## src/rtl/maxset_pkg.sv

```systemverilog
package maxset_pkg;
  localparam int N_KEYS     = 8;
  localparam int N_SEL      = 4;
  localparam int HALF       = 4;
  localparam int SORT_LVLS  = 3;
  localparam int NET_LVLS   = 4;

  // first member of pair p at sort level lvl (index within a half)
  function automatic int pair_a(input int lvl, input int p);
    return (lvl == 1) ? p : 2 * p;
  endfunction

  function automatic int pair_b(input int lvl, input int p);
    return (lvl == 1) ? p + 2 : 2 * p + 1;
  endfunction

  // 1: lower index receives the smaller key
  function automatic bit pair_up(input int lvl, input int p, input int half);
    bit up;
    up = (lvl == 0) ? (p == 0) : 1'b1;
    return (half == 0) ? up : !up;
  endfunction

  function automatic int reg_count(input logic [NET_LVLS-1:0] mask);
    int n;
    n = 0;
    for (int i = 0; i < NET_LVLS; i++) n += int'(mask[i]);
    return n;
  endfunction
endpackage

```

## src/rtl/cae_cell.sv

```systemverilog
module cae_cell #(
  parameter int KEY_W       = 10,
  parameter bit SIGNED_KEYS = 1'b0,
  parameter bit ASCEND      = 1'b1
) (
  input  logic [KEY_W-1:0] a_i,
  input  logic [KEY_W-1:0] b_i,
  output logic [KEY_W-1:0] x_o,
  output logic [KEY_W-1:0] y_o
);
  localparam logic [KEY_W-1:0] FLIP = {SIGNED_KEYS, {(KEY_W-1){1'b0}}};

  logic a_gt_b;
  assign a_gt_b = (a_i ^ FLIP) > (b_i ^ FLIP);

  always_comb begin
    if (a_gt_b == ASCEND) begin
      x_o = b_i;
      y_o = a_i;
    end else begin
      x_o = a_i;
      y_o = b_i;
    end
  end
endmodule

```

## src/rtl/max_cell.sv

```systemverilog
module max_cell #(
  parameter int KEY_W       = 10,
  parameter bit SIGNED_KEYS = 1'b0
) (
  input  logic [KEY_W-1:0] a_i,
  input  logic [KEY_W-1:0] b_i,
  output logic [KEY_W-1:0] m_o
);
  localparam logic [KEY_W-1:0] FLIP = {SIGNED_KEYS, {(KEY_W-1){1'b0}}};

  assign m_o = ((a_i ^ FLIP) >= (b_i ^ FLIP)) ? a_i : b_i;
endmodule

```

## src/rtl/stage_reg.sv

```systemverilog
module stage_reg #(
  parameter int W = 8
) (
  input  logic         clk_i,
  input  logic         rst_ni,
  input  logic         valid_i,
  input  logic [W-1:0] d_i,
  output logic         valid_o,
  output logic [W-1:0] q_o
);
  always_ff @(posedge clk_i or negedge rst_ni) begin
    if (!rst_ni) begin
      valid_o <= 1'b0;
      q_o     <= '0;
    end else begin
      valid_o <= valid_i;
      if (valid_i) q_o <= d_i;
    end
  end
endmodule

```

## src/rtl/maxset8to4.sv

```systemverilog
module maxset8to4 #(
  parameter int          KEY_W       = 10,
  parameter bit          SIGNED_KEYS = 1'b0,
  parameter logic [3:0]  STAGE_REGS  = 4'b1111
) (
  input  logic                 clk_i,
  input  logic                 rst_ni,
  input  logic                 valid_i,
  input  logic [8*KEY_W-1:0]   keys_i,
  output logic                 valid_o,
  output logic [KEY_W-1:0]     h0_o,
  output logic [KEY_W-1:0]     h1_o,
  output logic [KEY_W-1:0]     h2_o,
  output logic [KEY_W-1:0]     h3_o
);
  import maxset_pkg::*;

  localparam int BUS_W = N_KEYS * KEY_W;
  localparam int SEL_W = N_SEL * KEY_W;

  logic [BUS_W-1:0] lvl_d [SORT_LVLS+1];
  logic             lvl_v [SORT_LVLS+1];
  logic [BUS_W-1:0] cae_q [SORT_LVLS];
  logic [SEL_W-1:0] sel_q;
  logic [SEL_W-1:0] sel_r;

  assign lvl_d[0] = keys_i;
  assign lvl_v[0] = valid_i;

  // levels 1..3: two 4-key bitonic sorters, lower half ascending, upper descending
  for (genvar lv = 0; lv < SORT_LVLS; lv++) begin : g_lvl
    for (genvar h = 0; h < 2; h++) begin : g_half
      for (genvar p = 0; p < 2; p++) begin : g_pair
        localparam int IA = h * HALF + pair_a(lv, p);
        localparam int IB = h * HALF + pair_b(lv, p);
        localparam bit UP = pair_up(lv, p, h);
        cae_cell #(.KEY_W(KEY_W), .SIGNED_KEYS(SIGNED_KEYS), .ASCEND(UP)) u_cae (
          .a_i(lvl_d[lv][IA*KEY_W +: KEY_W]),
          .b_i(lvl_d[lv][IB*KEY_W +: KEY_W]),
          .x_o(cae_q[lv][IA*KEY_W +: KEY_W]),
          .y_o(cae_q[lv][IB*KEY_W +: KEY_W])
        );
      end
    end

    if (STAGE_REGS[lv]) begin : g_reg
      stage_reg #(.W(BUS_W)) u_reg (
        .clk_i  (clk_i),
        .rst_ni (rst_ni),
        .valid_i(lvl_v[lv]),
        .d_i    (cae_q[lv]),
        .valid_o(lvl_v[lv+1]),
        .q_o    (lvl_d[lv+1])
      );
    end else begin : g_wire
      assign lvl_d[lv+1] = cae_q[lv];
      assign lvl_v[lv+1] = lvl_v[lv];
    end
  end

  // level 4: keep the larger of each cross pair
  for (genvar i = 0; i < N_SEL; i++) begin : g_max
    max_cell #(.KEY_W(KEY_W), .SIGNED_KEYS(SIGNED_KEYS)) u_max (
      .a_i(lvl_d[SORT_LVLS][i*KEY_W +: KEY_W]),
      .b_i(lvl_d[SORT_LVLS][(HALF+i)*KEY_W +: KEY_W]),
      .m_o(sel_q[i*KEY_W +: KEY_W])
    );
  end

  if (STAGE_REGS[NET_LVLS-1]) begin : g_out_reg
    stage_reg #(.W(SEL_W)) u_reg (
      .clk_i  (clk_i),
      .rst_ni (rst_ni),
      .valid_i(lvl_v[SORT_LVLS]),
      .d_i    (sel_q),
      .valid_o(valid_o),
      .q_o    (sel_r)
    );
  end else begin : g_out_wire
    assign sel_r   = sel_q;
    assign valid_o = lvl_v[SORT_LVLS];
  end

  assign h0_o = sel_r[0*KEY_W +: KEY_W];
  assign h1_o = sel_r[1*KEY_W +: KEY_W];
  assign h2_o = sel_r[2*KEY_W +: KEY_W];
  assign h3_o = sel_r[3*KEY_W +: KEY_W];
endmodule

```

## config.mk

```make
export PLATFORM = sky130hd
export DESIGN_NAME = maxset8to4
export DESIGN_NICKNAME = d
export VERILOG_FILES = /design/src/rtl/maxset_pkg.sv /design/src/rtl/cae_cell.sv /design/src/rtl/max_cell.sv /design/src/rtl/stage_reg.sv /design/src/rtl/maxset8to4.sv
export SDC_FILE = /design/constraint.sdc
export NUM_CORES = 1
export LEC_CHECK = 0
export CELL_PAD_IN_SITES_DETAIL_PLACEMENT = 0
export CELL_PAD_IN_SITES_GLOBAL_PLACEMENT = 1
export CORE_MARGIN = 2
export CORE_UTILIZATION = 48
export CTS_BUF_LIST = sky130_fd_sc_hd__clkbuf_4 sky130_fd_sc_hd__clkbuf_8
export CTS_CLUSTER_DIAMETER = 100
export DETAILED_ROUTE_END_ITERATION = 8
export PLACE_DENSITY_LB_ADDON = 0.08
export SLEW_MARGIN = 30
export SYNTH_ARGS = -nofsm -noshare
export SYNTH_HDL_FRONTEND = slang
export SYNTH_SLANG_ARGS = --single-unit
```

## constraint.sdc

```tcl
create_clock -name clk_i -period 2.8 [get_ports clk_i]
set_input_delay 0.56 -clock clk_i [delete_from_list [all_inputs] [get_ports clk_i]]
set_output_delay 0.56 -clock clk_i [all_outputs]
set_load 0.02 [all_outputs]
```

* After elaboration in Yosys (flattened, before gate mapping)
Index checks and enable logic that the tools add are counted.
** Storage, ports and cells
- Register bits after elaboration :: 284
- Latch bits :: 0
- Memory bits (writable) :: 0
- Bits in read-only memories :: 0
- Input port bits :: 83
- Output and inout port bits :: 41
- Logic and storage cells :: 52
- Memories kept :: 0
** Cells by class
- $add $sub $neg :: 0
- Multipliers :: 0
- Div/mod/pow operators :: 0
- $lt $le $gt $ge :: 16
- Equality and inequality tests :: 0
- Shifts and indexed selects :: 0
- Multiplexer cells :: 28
- Bitwise gates (word level) :: 0
- Reduce and logical (&&, ||, !) cells :: 0
** Operators with widths (number)
- $mux W10 :: 28
- $gt A10 B10 Y1 :: 12
- $ge A10 B10 Y1 :: 4

* Longest topological paths before layout
Gate-level depths: netlist of the first run.
- Depth after elaboration :: 2
- Gate-level depth with buffers :: 9
- Depth with buffers taken out :: 7

* Cells and area by module
From an unflattened synthesis of the first run, not the netlist that was laid out.
** Second synthesis, totals
- Cell total of the unflattened synthesis :: 2371
- Area total of the unflattened synthesis :: 24572.3 sq um
** Modules (own cells, without submodules)
- cae_cell :: times used 12, cells each 134, area an instance 944.7 sq um, seq. area each 0.0 sq um
- stage_reg at g_lvl[0].g_reg.u_reg ... :: times used 3, cells each 170, area an instance 3399.5 sq um, seq. area each 2026.9 sq um
- stage_reg at g_out_reg.u_reg :: times used 1, cells each 85, area an instance 1521.5 sq um, seq. area each 1026.0 sq um
- max_cell :: times used 4, cells each 42, area an instance 379.1 sq um, seq. area each 0.0 sq um

* Worst setup path after synthesis of the first run
No wires, ideal clock.
- Path type :: input-to-reg
- From :: input port keys_i[13]
- To :: register g_lvl[0].g_reg.u_reg.q_o[11]
- Library setup time :: 0.139 ns
- Data arrival time :: 1.989 ns
- Required time :: 2.661 ns
- Slack :: 0.673 ns
- Stages :: 8
- Buffers on the path :: 1
- Path through :: inv_1 ha_1 a21o_1 a21o_1 a2111oi_4 or2_1 buf_4 o221ai_1
** On the way
- Cells in the longest elaborated chain, start to end :: 2
** RTL lines
- start: declaration :: RTL line maxset8to4.sv:9 : input logic [8*KEY_W-1:0] keys_i,
- $gt A10 B10 Y1 :: RTL line cae_cell.sv:14 : assign a_gt_b = (a_i ^ FLIP) > (b_i ^ FLIP);
- $mux W10 :: RTL line cae_cell.sv:17 : if (a_gt_b == ASCEND) begin
- end signal: assignment :: RTL line stage_reg.sv:17 : if (valid_i) q_o <= d_i;
- end: declaration :: RTL line stage_reg.sv:9 : output logic [W-1:0] q_o
Every way passes these cells.
A chain may end at the register's enable or synchronous reset.

* Final worst setup path of the first run
- From :: register g_lvl[0].g_reg.u_reg.q_o[55]
- To :: register g_lvl[1].g_reg.u_reg.q_o[58]
** On the way
- Cells in the longest elaborated chain, start to end :: 2
** RTL lines (RTL line)
- $gt A10 B10 Y1 :: cae_cell.sv:14
- $mux W10 :: cae_cell.sv:17
- end signal: assignment :: stage_reg.sv:17
- end: declaration :: stage_reg.sv:9
Every way passes these cells.

==> summary.md, run 1 <==
| Metric | Value |
|---|---|
| WS Path Type | flip-flop to flip-flop |
| Total power | 0.0211 W |
| CTS sink cnt | roughly 280 |
| Slew Viols, Final | 0 |
| Initial core utilization | roughly 48% |
| Chip width | roughly 200 um |
| Die Y-Extent | about 200 um |
| Period minus WS final | between 2000 and 2500 ps |
| Synth Area in Compound Gates | between 20% and 30% |
| PwrDens | about 1000 nW/um^2 |
| Maximum vdd ir drop | around 0.45 mV |
| Synthesis-to-finish area growth | 14.9% |
| Netlist Area Pre-Place | 18600 um^2 |
| Worst R2R Start | g_lvl[0].g_reg.u_reg.q_o[55]$_DFFE_PN0P_ |
| Overflow after GRT | 0 |
| Synth Area in Simple Gates | between 10% and 20% |
| Final Hold Fails | 0 |
| Post-synthesis cell count | between 2000 and 2500 |
| Initial antenna violation count | 0 |
| Drt via density | 5.76 |
| Clk_skew | roughly 26 ps |
| Mapped Nets | about 2200 |
| First-pass DRT Iterations | 7 |
| Sequential element share of the synthesized area | between 30% and 40% |
| Final #Nets | between 2000 and 2500 |
| Fraction of synthesized area in multiplexers | 0% |
| Startpoint Class | flip-flop |
| Main combinational cell family by area after synthesis | compound AO/OA/AOI/OAI gates |
| Maximum achievable frequency | approximately 0.41 GHz |
| Post-Syn Area per Cell | around 9.3 um^2 |
| Root Buffer | clkbuf_8 |
| Primary FF master, synth | dfrtp_1 |
| Port bufs | about 120 |
| Largest net degree at the start of global routing | ~140 |
| Filler instances | between 3000 and 4000 |
| Diodes inserted | 0 |
| Via count | approximately 15000 |
| First-pass GRT wire length | ~84 mm |
| Critical Path AT | roughly 2900 ps |
| WL/cell | a little under 20 um |
| Clock buffer depth | 3 |
| Final wirelength | approximately 52 mm |
| DRC | 0 |
| Final core occ | approximately 56% |
| Inst Count DP | about 2600 |
| Placeable Area | slightly below 40000 um^2 |
| Placed wire-length estimate | 40.8 mm |
| Row count | between 70 and 80 |
| Yosys warning count | 0 |
| Final setup viols | 0 |
| Slew @ Worst Pin | around 570 ps |
| Synthesis-stage register bit count | approximately 280 |
| Reg2Reg Depth | 7 |
| Crit end category | flip-flop |
| Ys async rst share | 100% |
| Initial DRC count | slightly above 900 |
| GRT Resource Usage Total | between 20 and 30% |
| Fraction of the mapped netlist area in adder cells | a little over a tenth |
| Worst-skew pair later-pin latency | approximately 600 ps |
| Fin crit share | between 80% and 90% |
| Fraction of layout cells with a size suffix above 1 | between 10% and 20% |
| Num CTS Buffers | 50 |
| Finished Layout Cells | approximately 2700 |
| Required @ worst endpoint | ~3200 ps |
| RSZ-0062 raised after global routing | no |
| Worst r2r dst | g_lvl[1].g_reg.u_reg.q_o[58]$_DFFE_PN0P_ |
| # H-tree levels | 2 |
| I/O pin count | approximately 120 |
| Post-synth EDFFs | 0 |
| Setup crit end | g_lvl[1].g_reg.u_reg.q_o[58]$_DFFE_PN0P_ |
| CTS tree | done |
| Routability cong. | slightly below 0.9 |
| Worst-path fanout max | 20 |
| Vias in the first global route | around 15000 |
| Max cap viols | 0 |
| XOR/XNOR Fraction of Synth Area | 0% |
| Synth unique cells | 36 |
| Clk pin slew, worst setup/hold paths | 60 ps |
| CP startpoint | g_lvl[0].g_reg.u_reg.q_o[55]$_DFFE_PN0P_ |
| Relative slew slack | between 60% and 70% |
| R2R Setup Slk | approximately 380 ps |
| LEAKAGE | 9.72 nW |
| Status | finished, final reports clean |
| Die ar. | 40400 um^2 |
| Routed Antenna Nets | 0 |
| Min-delay worst type | input pin to flip-flop |
how the worst min path moves through the flow:
stage | slack (ps) | from | depth (start not counted) | endpoint
after CTS | 420 | valid_i | 2 | g_lvl[0].g_reg.u_reg.valid_o$_DFF_PN0_
after global routing | 460 | valid_i | 2 | g_lvl[0].g_reg.u_reg.valid_o$_DFF_PN0_
after floorplan | 260 | rst_ni | 0 | g_lvl[0].g_reg.u_reg.q_o[0]$_DFFE_PN0P_
final | 470 | valid_i | 2 | g_lvl[0].g_reg.u_reg.valid_o$_DFF_PN0_
after detailed placement | 510 | g_lvl[2].g_reg.u_reg.q_o[44]$_DFFE_PN0P_ | 2 | g_out_reg.u_reg.q_o[4]$_DFFE_PN0P_
after global placement | 500 | g_out_reg.u_reg.q_o[10]$_DFFE_PN0P_ | 1 | g_out_reg.u_reg.q_o[10]$_DFFE_PN0P_
metal layers:
metal / share of wire (%) / GRT usage, %
met4: 3.5 / 9.44
met5: 0 / 0
met3: 4.8 / 3.70
met2: 45 / 41.1
met1: 46 / 36.0
timing repair:
action,4_1_cts,5_1_grt
buffers inserted,0,0
gates resized for setup,0,0
hold buffers,1,0
endpoints found under the hold margin,52,0
registers in the layout, indices dropped and copies added, names as in the netlist:
| register | count |
|---|---|
| g_lvl.g_reg.u_reg.q_o | 240 |
| g_out_reg.u_reg.q_o | 40 |
| g_lvl.g_reg.u_reg.valid_o | 3 |
| g_out_reg.u_reg.valid_o | 1 |
layout make-up:
class,instances,area (um^2),area share (%)
Multi-Input combinational cell,1264,9440,44.2
Timing Repair Buffer,190,1880,8.78
Sequential cell,284,7120,33.3
Tap cell,518,648,3.03
Inverter,320,1200,5.62
Clock inverter,7,62.6,0.293
Clock buffer,84,1030,4.82
metrics by stage:
stage          hold slack (ps)  cell area (um^2)  TNS (ps)  setup WS, ps
2_1_floorplan              264             18600         0           673
3_3_place_gp               502             20300      -252         -27.2
3_5_place_dp               512             20300      -179         -18.5
4_1_cts                    424             21400         0           379
5_1_grt                    455             21400         0           242
6_report                   474             21400         0           377
power by group:
group / switching (W) / leakage, nW / internal (W)
registers: 0.00136 / 3.56 / 0.00550
clock network: 0.00175 / 0.586 / 0.00240
logic: 0.00612 / 5.58 / 0.00396
cells by family (layout without fill, tap and decap cells):
group	count (synthesis)	after routing
simple gates	554	554
compound gates	550	550
buf+inv	456	601
flops	284	284
fa+ha+maj	160	160
worst max-delay path: stages, from the launching register on:
cell,delay [ps]
dfrtp_1,430
ha_1,370
nand4_1,250
a211oi_2,400
a2111oi_4,120
buf_4,230
nor2_4,260
o221ai_1,200
synthesized netlist by cell type, drive strengths merged, types with 21 or more instances:
master,n,area (um^2)
inv,320,1200
a21o,29,218
clkbuf,83,357
buf,53,562
o221ai,267,2370
ha,160,2000
o21bai,122,916
or3,118,743
a21oi,32,160
dfrtp,284,7110
nor2,30,203
nand2,299,1120
nand4,59,369
nand2b,21,131
o21ai,29,145
layout by cell type (no fill, tap or decap), types with 2 or more instances in the layout:
cell             count
clkbuf_8            64
o221ai_1           262
ha_1               160
or2_1               12
dfrtp_1            281
nand2b_1            21
nand3_1             10
and2_1               4
dfrtp_4              2
buf_4               56
a31oi_1             10
or3_2                4
o211ai_1            12
a21o_1              29
a221o_1              2
nand2_1            299
nand4_1             59
o211ai_2             2
o21bai_1           122
clkdlybuf4s50_1    121
o31ai_2             12
a211oi_1             7
o221ai_2             5
inv_1              320
or3_1              114
a211oi_2            12
a2111oi_4           12
a21oi_1             32
nor2_4              12
buf_12              11
nor2_1              18
o21ai_0             29
clkbuf_4            20
clkinv_2             5
Power figures use the tool's default switching activity.
==> run 2, diff against run 1 <==
--- a/config.mk
+++ b/config.mk
@@ -7,11 +7,13 @@
 export LEC_CHECK = 0
 export CELL_PAD_IN_SITES_DETAIL_PLACEMENT = 0
 export CELL_PAD_IN_SITES_GLOBAL_PLACEMENT = 1
+export CORE_ASPECT_RATIO = 0.8
 export CORE_MARGIN = 2
 export CORE_UTILIZATION = 48
 export CTS_BUF_LIST = sky130_fd_sc_hd__clkbuf_4 sky130_fd_sc_hd__clkbuf_8
 export CTS_CLUSTER_DIAMETER = 100
 export DETAILED_ROUTE_END_ITERATION = 8
+export HOLD_SLACK_MARGIN = 0.12
 export PLACE_DENSITY_LB_ADDON = 0.08
 export SLEW_MARGIN = 30
 export SYNTH_ARGS = -nofsm -noshare
==> run 2 against run 1 <==
- fmax shrank 2.4%
- critical path depth shrank 1
- first-iteration DRC count grew 29%
==> summary.md, run 2 (synthesis gave the netlist of run 1 again) <==
| Metric | Value |
|---|---|
| WS Path Type | flip-flop to flip-flop (unchanged) |
| Synthesis-to-finish area growth | 14.4% (was 14.9%) |
| Initial DRC count | 1181 (was 914) |
| Most frequent cells in the layout | 320 x inv_1, 299 x nand2_1, 281 x dfrtp_1 (unchanged) |
| # resized after CTS | 0 (unchanged) |
| Inst Count DP | 2553 (was 2575) |
| Max reg flops | 240 (unchanged) |
| Vias in the first global route | 15000 (was 15300) |
| PwrDens | 982 nW/um^2 (was 986 nW/um^2) |
| Placed wire-length estimate | 41.4 mm (was 40.8 mm) |
| Fin crit share | 88.7% (was 86.6%) |
| Final wirelength | 53.0 mm (was 51.8 mm) |
| Chip width | 224 um (was 201 um) |
| Slew @ Worst Pin | 561 ps (was 567 ps) |
| CTS tree | done (unchanged) |
| Final #Nets | 2352 (was 2353) |
| Clock buffer depth | 3 (unchanged) |
| Worst-skew pair later-pin latency | 590 ps (was 600 ps) |
| Status | finished, final reports clean (unchanged) |
| WL/cell | 20.1 um (was 19.4 um) |
| Period minus WS final | 2480 ps (was 2420 ps) |
| Largest registers | g_lvl.g_reg.u_reg.q_o: 240 flops, g_out_reg.u_reg.q_o: 40 flops, g_lvl.g_reg.u_reg.valid_o: 3 flops (unchanged) |
| Largest net degree at the start of global routing | 75 (was 135) |
| Die Y-Extent | 180 um (was 201 um) |
| Drt via density | 5.84 (was 5.76) |
| Clk_skew | 31.3 ps (was 25.8 ps) |
| Final setup viols | 0 (unchanged) |
| Max cap viols | 0 (unchanged) |
| Top reg by flops | g_lvl.g_reg.u_reg.q_o (unchanged) |
| Maximum achievable frequency | 0.403 GHz (was 0.413 GHz) |
| Critical Path AT | 2900 ps (was 2850 ps) |
| Via count | 15400 (about the same) |
| Slew Viols, Final | 0 (unchanged) |
| Row count | 64 (was 72) |
| Worst Hold Margin | 437 ps (was 474 ps) |
| Min-delay worst type | input pin to flip-flop (unchanged) |
| Initial core utilization | 48.7% (was 48.4%) |
| Port bufs | 123 (unchanged) |
| Final core occ | 55.7% (was 55.6%) |
| Most common cell after layout, fill and taps aside | inv_1 (unchanged) |
| First-pass GRT wire length | 84.1 mm (was 83.8 mm) |
| Overflow after GRT | 0 (unchanged) |
| Finished Layout Cells | 2638 (was 2667) |
| RSZ-0062 raised after global routing | no (unchanged) |
| CTS sink cnt | 284 (unchanged) |
| Crit end category | flip-flop (unchanged) |
| Initial antenna violation count | 0 (unchanged) |
| Num CTS Buffers | 48 (was 50) |
| Setup WS pre-CTS | -23.7 ps (was -18.5 ps) |
| # H-tree levels | 2 (unchanged) |
| Root Buffer | clkbuf_8 (unchanged) |
| Fraction of layout cells with a size suffix above 1 | 10.1% (was 10.3%) |
| Diodes inserted | 0 (unchanged) |
| Hold_buf cts | 1 (unchanged) |
| First-pass DRT Iterations | 5 (was 7) |
| Relative slew slack | 62.6% (was 61.8%) |
| Maximum vdd ir drop | 0.580 mV (was 0.453 mV) |
| Required @ worst endpoint | 3220 ps (was 3230 ps) |
| Post-CTS Setup Inserts | 0 (unchanged) |
| Routability cong. | 0.903 (was 0.885) |
| DRC | 0 (unchanged) |
| Worst-path fanout max | 10 (was 20) |
| Placeable Area | 38200 um^2 (was 38500 um^2) |
| Die ar. | 40400 um^2 (about the same) |
| Clk pin slew, worst setup/hold paths | 60 ps (about the same) |
| I/O pin count | 124 (unchanged) |
| Total power | 0.0209 W (was 0.0211 W) |
| Final Hold Fails | 0 (unchanged) |
| GRT Resource Usage Total | 26.3% (was 25.9%) |
| Routed Antenna Nets | 0 (unchanged) |
| LEAKAGE | 9.69 nW (was 9.72 nW) |
| Startpoint Class | flip-flop (unchanged) |
| Final worst slack | 317 ps (was 377 ps) |
-- run 2: cell count changes in the layout (fill, tap and decap cells not counted), sizes merged --
cell / previous run / this run
clkbuf: 84 / 81
clkinv: 5 / 3
buf: 68 / 69
bufinv: 1 / 0
clkinvlp: 1 / 0
-- run 2: area by class of cell --
type                            instances  area [um^2]
Clock buffer                           81          977
Inverter                              320         1200
Tap cell                              495          619
Fill cell                            3498        16900
Multi-Input combinational cell       1264         9440
Sequential cell                       284         7120
Timing Repair Buffer                  191         1920
Clock inverter                          3         15.0
-- run 2: routing by layer --
layer  track usage, %  part of all wire (%)
met5                0                     0
met4             6.03                   1.8
met3             4.53                   5.9
met2             38.3                    42
met1             40.4                    50
-- run 2: worst paths after layout --
path,from,end,slack [ps],cells past startpoint
max reg2reg,g_lvl[1].g_reg.u_reg.q_o[29]$_DFFE_PN0P_,g_lvl[2].g_reg.u_reg.q_o[32]$_DFFE_PN0P_,320,6
max in group asynchronous,rst_ni,g_lvl[0].g_reg.u_reg.q_o[65]$_DFFE_PN0P_,1490,3
max,g_lvl[1].g_reg.u_reg.q_o[29]$_DFFE_PN0P_,g_lvl[2].g_reg.u_reg.q_o[32]$_DFFE_PN0P_,320,6
min in group asynchronous,rst_ni,g_out_reg.u_reg.q_o[31]$_DFFE_PN0P_,520,2
min,valid_i,g_lvl[0].g_reg.u_reg.q_o[56]$_DFFE_PN0P_,440,3
min reg2reg,g_out_reg.u_reg.q_o[10]$_DFFE_PN0P_,g_out_reg.u_reg.q_o[10]$_DFFE_PN0P_,530,1
-- run 2: per-stage QoR --
stage,area (um^2),TNS (ps)
floorplan,18600,0
global placement,20300,0
detailed placement,20300,-99.7
finish,21300,0
CTS,21300,0
global route,21300,0
-- run 2: report_power, final --
| group | internal [W] | total [W] | switching, W | leakage (nW) |
|---|---|---|---|---|
| Combinational | 0.00398 | 0.0101 | 0.00614 | 5.60 |
| Sequential | 0.00550 | 0.00691 | 0.00141 | 3.56 |
| Clock | 0.00218 | 0.00388 | 0.00170 | 0.537 |
-- run 2: critical path, cell delays in order, from the launching register on --
cell,delay (ps)
dfrtp_1,410
ha_1,340
a21oi_1,210
o21ai_0,190
a2111oi_4,560
or2_1,410
o221ai_1,190
==> run 3, diff against run 2 <==
--- a/config.mk
+++ b/config.mk
@@ -9,10 +9,11 @@
 export CELL_PAD_IN_SITES_GLOBAL_PLACEMENT = 1
 export CORE_ASPECT_RATIO = 0.8
 export CORE_MARGIN = 2
-export CORE_UTILIZATION = 48
+export CORE_UTILIZATION = 52
 export CTS_BUF_LIST = sky130_fd_sc_hd__clkbuf_4 sky130_fd_sc_hd__clkbuf_8
 export CTS_CLUSTER_DIAMETER = 100
 export DETAILED_ROUTE_END_ITERATION = 8
+export DONT_BUFFER_PORTS = 1
 export HOLD_SLACK_MARGIN = 0.12
 export PLACE_DENSITY_LB_ADDON = 0.08
 export SLEW_MARGIN = 30
==> run 3 against run 2 <==
- the run now ends with negative hold slack left
- non-clock buffer count decreased by 145
- sequential power up 4.6%
- cell area is 7.3% lower
- routed wire length shrank 0.55%
- flip-flop and latch count unchanged
- clock skew shrank 11 ps
- via count is 2.9% lower
- worst hold slack worse by 750 ps
- fmax rose by 6.1%
- critical path type unchanged
- critical endpoint is now g_lvl[1].g_reg.u_reg.q_o[60]$_DFFE_PN0P_
- highest routed layer unchanged
==> summary.md, run 3 (synthesis gave the netlist of run 1 again) <==
| Metric | Value |
|---|---|
| Row count | 61 (was 64) |
| Filler instances | 3176 (was 3498) |
| Violated checks | negative hold slack |
| Overflow after GRT | 0 (unchanged) |
| Fraction of layout cells with a size suffix above 1 | 9.32% (was 10.1%) |
| Final #Nets | 2207 (was 2352) |
| Total power | 0.0201 W (was 0.0209 W) |
| Final wirelength | 52.7 mm (was 53.0 mm) |
| Relative slew slack | 39.1% (was 62.6%) |
| Final setup viols | 0 (unchanged) |
| Chip width | 216 um (was 224 um) |
| Die ar. | 37300 um^2 (was 40400 um^2) |
| Clk_skew | 20.5 ps (was 31.3 ps) |
| Slew @ Worst Pin | 914 ps (was 561 ps) |
| PwrDens | 1020 nW/um^2 (was 982 nW/um^2) |
| Drt via density | 6.06 (was 5.84) |
| Clk pin slew, worst setup/hold paths | 60 ps (about the same) |
| Via count | 15000 (was 15400) |
| Hold_buf cts | 5 (was 1) |
| Most common cell after layout, fill and taps aside | inv_1 (unchanged) |
| Synthesis-to-finish area growth | 6.02% (was 14.4%) |
| Period minus WS final | 2340 ps (was 2480 ps) |
| Post-CTS Setup Inserts | 0 (unchanged) |
| Clock buffer depth | 3 (unchanged) |
| Largest stage delay, worst path | 590 ps (was 560 ps) |
| Final core occ | 56.3% (was 55.7%) |
| CTS sink cnt | 284 (unchanged) |
| Most frequent cells in the layout | 320 x inv_1, 299 x nand2_1, 281 x dfrtp_1 (unchanged) |
| Crit path cell chain | ha_1, nand4_1, o31ai_2, or2_1, o221ai_1 (was ha_1, a21oi_1, o21ai_0, a2111oi_4, or2_1, o221ai_1) |
| Final worst slack | 459 ps (was 317 ps) |
| Largest net degree at the start of global routing | 285 (was 75) |
| Reg2Reg Depth | 5 (was 6) |
| Critical Path AT | 2770 ps (was 2900 ps) |
| Crit end category | flip-flop (unchanged) |
| Startpoint Class | flip-flop (unchanged) |
| Final Hold Fails | 284 (was 0) |
| CP startpoint | g_lvl[0].g_reg.u_reg.q_o[45]$_DFFE_PN0P_ (was g_lvl[1].g_reg.u_reg.q_o[29]$_DFFE_PN0P_) |
| First-pass GRT wire length | 83.8 mm (was 84.1 mm) |
| # H-tree levels | 2 (unchanged) |
| GRT Resource Usage Total | 28.3% (was 26.3%) |
| Worst R2R Start | g_lvl[0].g_reg.u_reg.q_o[45]$_DFFE_PN0P_ (was g_lvl[1].g_reg.u_reg.q_o[29]$_DFFE_PN0P_) |
| Port bufs | 0 (was 123) |
| Required @ worst endpoint | 3230 ps (was 3220 ps) |
| Placeable Area | 35000 um^2 (was 38200 um^2) |
| Slew Viols, Final | 0 (unchanged) |
| Root Buffer | clkbuf_8 (unchanged) |
| Die Y-Extent | 173 um (was 180 um) |
| WS Path Type | flip-flop to flip-flop (unchanged) |
| Initial core utilization | 53.1% (was 48.7%) |
| RSZ-0062 raised after global routing | no (unchanged) |
| Routed Antenna Nets | 0 (unchanged) |
| Initial antenna violation count | 0 (unchanged) |
| Max cap viols | 0 (unchanged) |
| Diodes inserted | 0 (unchanged) |
| Routability cong. | 0.926 (was 0.903) |
| Vias in the first global route | 14600 (was 15000) |
| Max reg flops | 240 (unchanged) |
| DRC | 0 (unchanged) |
| R2R Setup Slk | 460 ps (was 320 ps) |
| CTS tree | done (unchanged) |
| Total negative setup slack | 0 ps (unchanged) |
| Largest registers | g_lvl.g_reg.u_reg.q_o: 240 flops, g_out_reg.u_reg.q_o: 40 flops, g_lvl.g_reg.u_reg.valid_o: 3 flops (unchanged) |
| Top reg by flops | g_lvl.g_reg.u_reg.q_o (unchanged) |
| Maximum vdd ir drop | 0.577 mV (was 0.580 mV) |
| Initial DRC count | 1319 (was 1181) |
| Min-delay worst type | input pin to async pin (was input pin to flip-flop) |
| First-pass DRT Iterations | 6 (was 5) |
| Maximum achievable frequency | 0.427 GHz (was 0.403 GHz) |
| Worst Hold Margin | -314 ps (was 437 ps) |
| Placed wire-length estimate | 39.7 mm (was 41.4 mm) |
| Worst-path fanout max | 10 (unchanged) |
| I/O pin count | 124 (unchanged) |
| Setup WS pre-CTS | 389 ps (was -23.7 ps) |
| Worst r2r dst | g_lvl[1].g_reg.u_reg.q_o[60]$_DFFE_PN0P_ (was g_lvl[2].g_reg.u_reg.q_o[32]$_DFFE_PN0P_) |
| Worst-skew pair later-pin latency | 580 ps (was 590 ps) |
| Status | complete, but fails checks (was finished, final reports clean) |
| Num CTS Buffers | 48 (unchanged) |
| WL/cell | 21.4 um (was 20.1 um) |
| LEAKAGE | 9.05 nW (was 9.69 nW) |
| Max stage delay cell, worst path | o31ai_2 (was a2111oi_4) |
| # resized after CTS | 0 (unchanged) |
| Fin crit share | 83.6% (was 88.7%) |
-- run 3: changes by cell type in the layout (fill, tap and decap cells not counted), moves of 3 or more --
cell             previous run  this run
clkbuf_4                   22        17
clkdlybuf4s50_1           121         0
buf_4                      54        38
dlygate4sd3_1               1         4
buf_12                     14         4
-- run 3: worst max-delay path, delay by kind of cell, from the launching register on --
family                     cells  cell delay, ps
and+or+nand+nor                2             610
adders and majority gates      1             360
DFF                            1             440
AOI/OAI and AO/OA              2             780
-- run 3: worst max-delay path by stage --
stage	to	slack, ps	depth (start not counted)
6_report	g_lvl[1].g_reg.u_reg.q_o[60]$_DFFE_PN0P_	460	5
5_1_grt	g_lvl[1].g_reg.u_reg.q_o[62]$_DFFE_PN0P_	330	5
4_1_cts	g_lvl[1].g_reg.u_reg.q_o[60]$_DFFE_PN0P_	480	5
3_5_place_dp	g_lvl[0].g_reg.u_reg.q_o[76]$_DFFE_PN0P_	390	7
3_3_place_gp	g_lvl[0].g_reg.u_reg.q_o[74]$_DFFE_PN0P_	440	7
2_1_floorplan	g_lvl[0].g_reg.u_reg.q_o[11]$_DFFE_PN0P_	670	8
-- run 3: through the flow --
step | cells | hold slack [ps] | instance area [um^2]
global route | 2467 | -351 | 19700
detailed placement | 2381 | 277 | 18700
finish | 2467 | -314 | 19700
global placement | 2381 | 278 | 18700
CTS | 2467 | -350 | 19700
floorplan | 2004 | 264 | 18600
-- run 3: area by class of cell --
type,instances,area [um^2],area share (%)
multi-input combinational,1264,9440,47.9
sequential,284,7120,36.1
inverter,320,1200,6.09
clock buffer,77,953,4.83
tap,472,591,2.99
timing repair buffer,46,405,2.05
clock inverter,4,20.0,0.101
-- run 3: layer usage --
layer | vias to the layer above | wire [um] | global-route usage (%)
met5 | - | 0 | 0
met4 | 0 | 911 | 6.32
met3 | 64 | 3770 | 5.82
met2 | 477 | 22300 | 41.3
met1 | 7240 | 25700 | 43.0
li1 | 7179 | - | -
-- run 3: where the power goes --
part / switching, W / internal (W)
logic: 0.00563 / 0.00343
clock network: 0.00168 / 0.00213
registers: 0.00173 / 0.00550
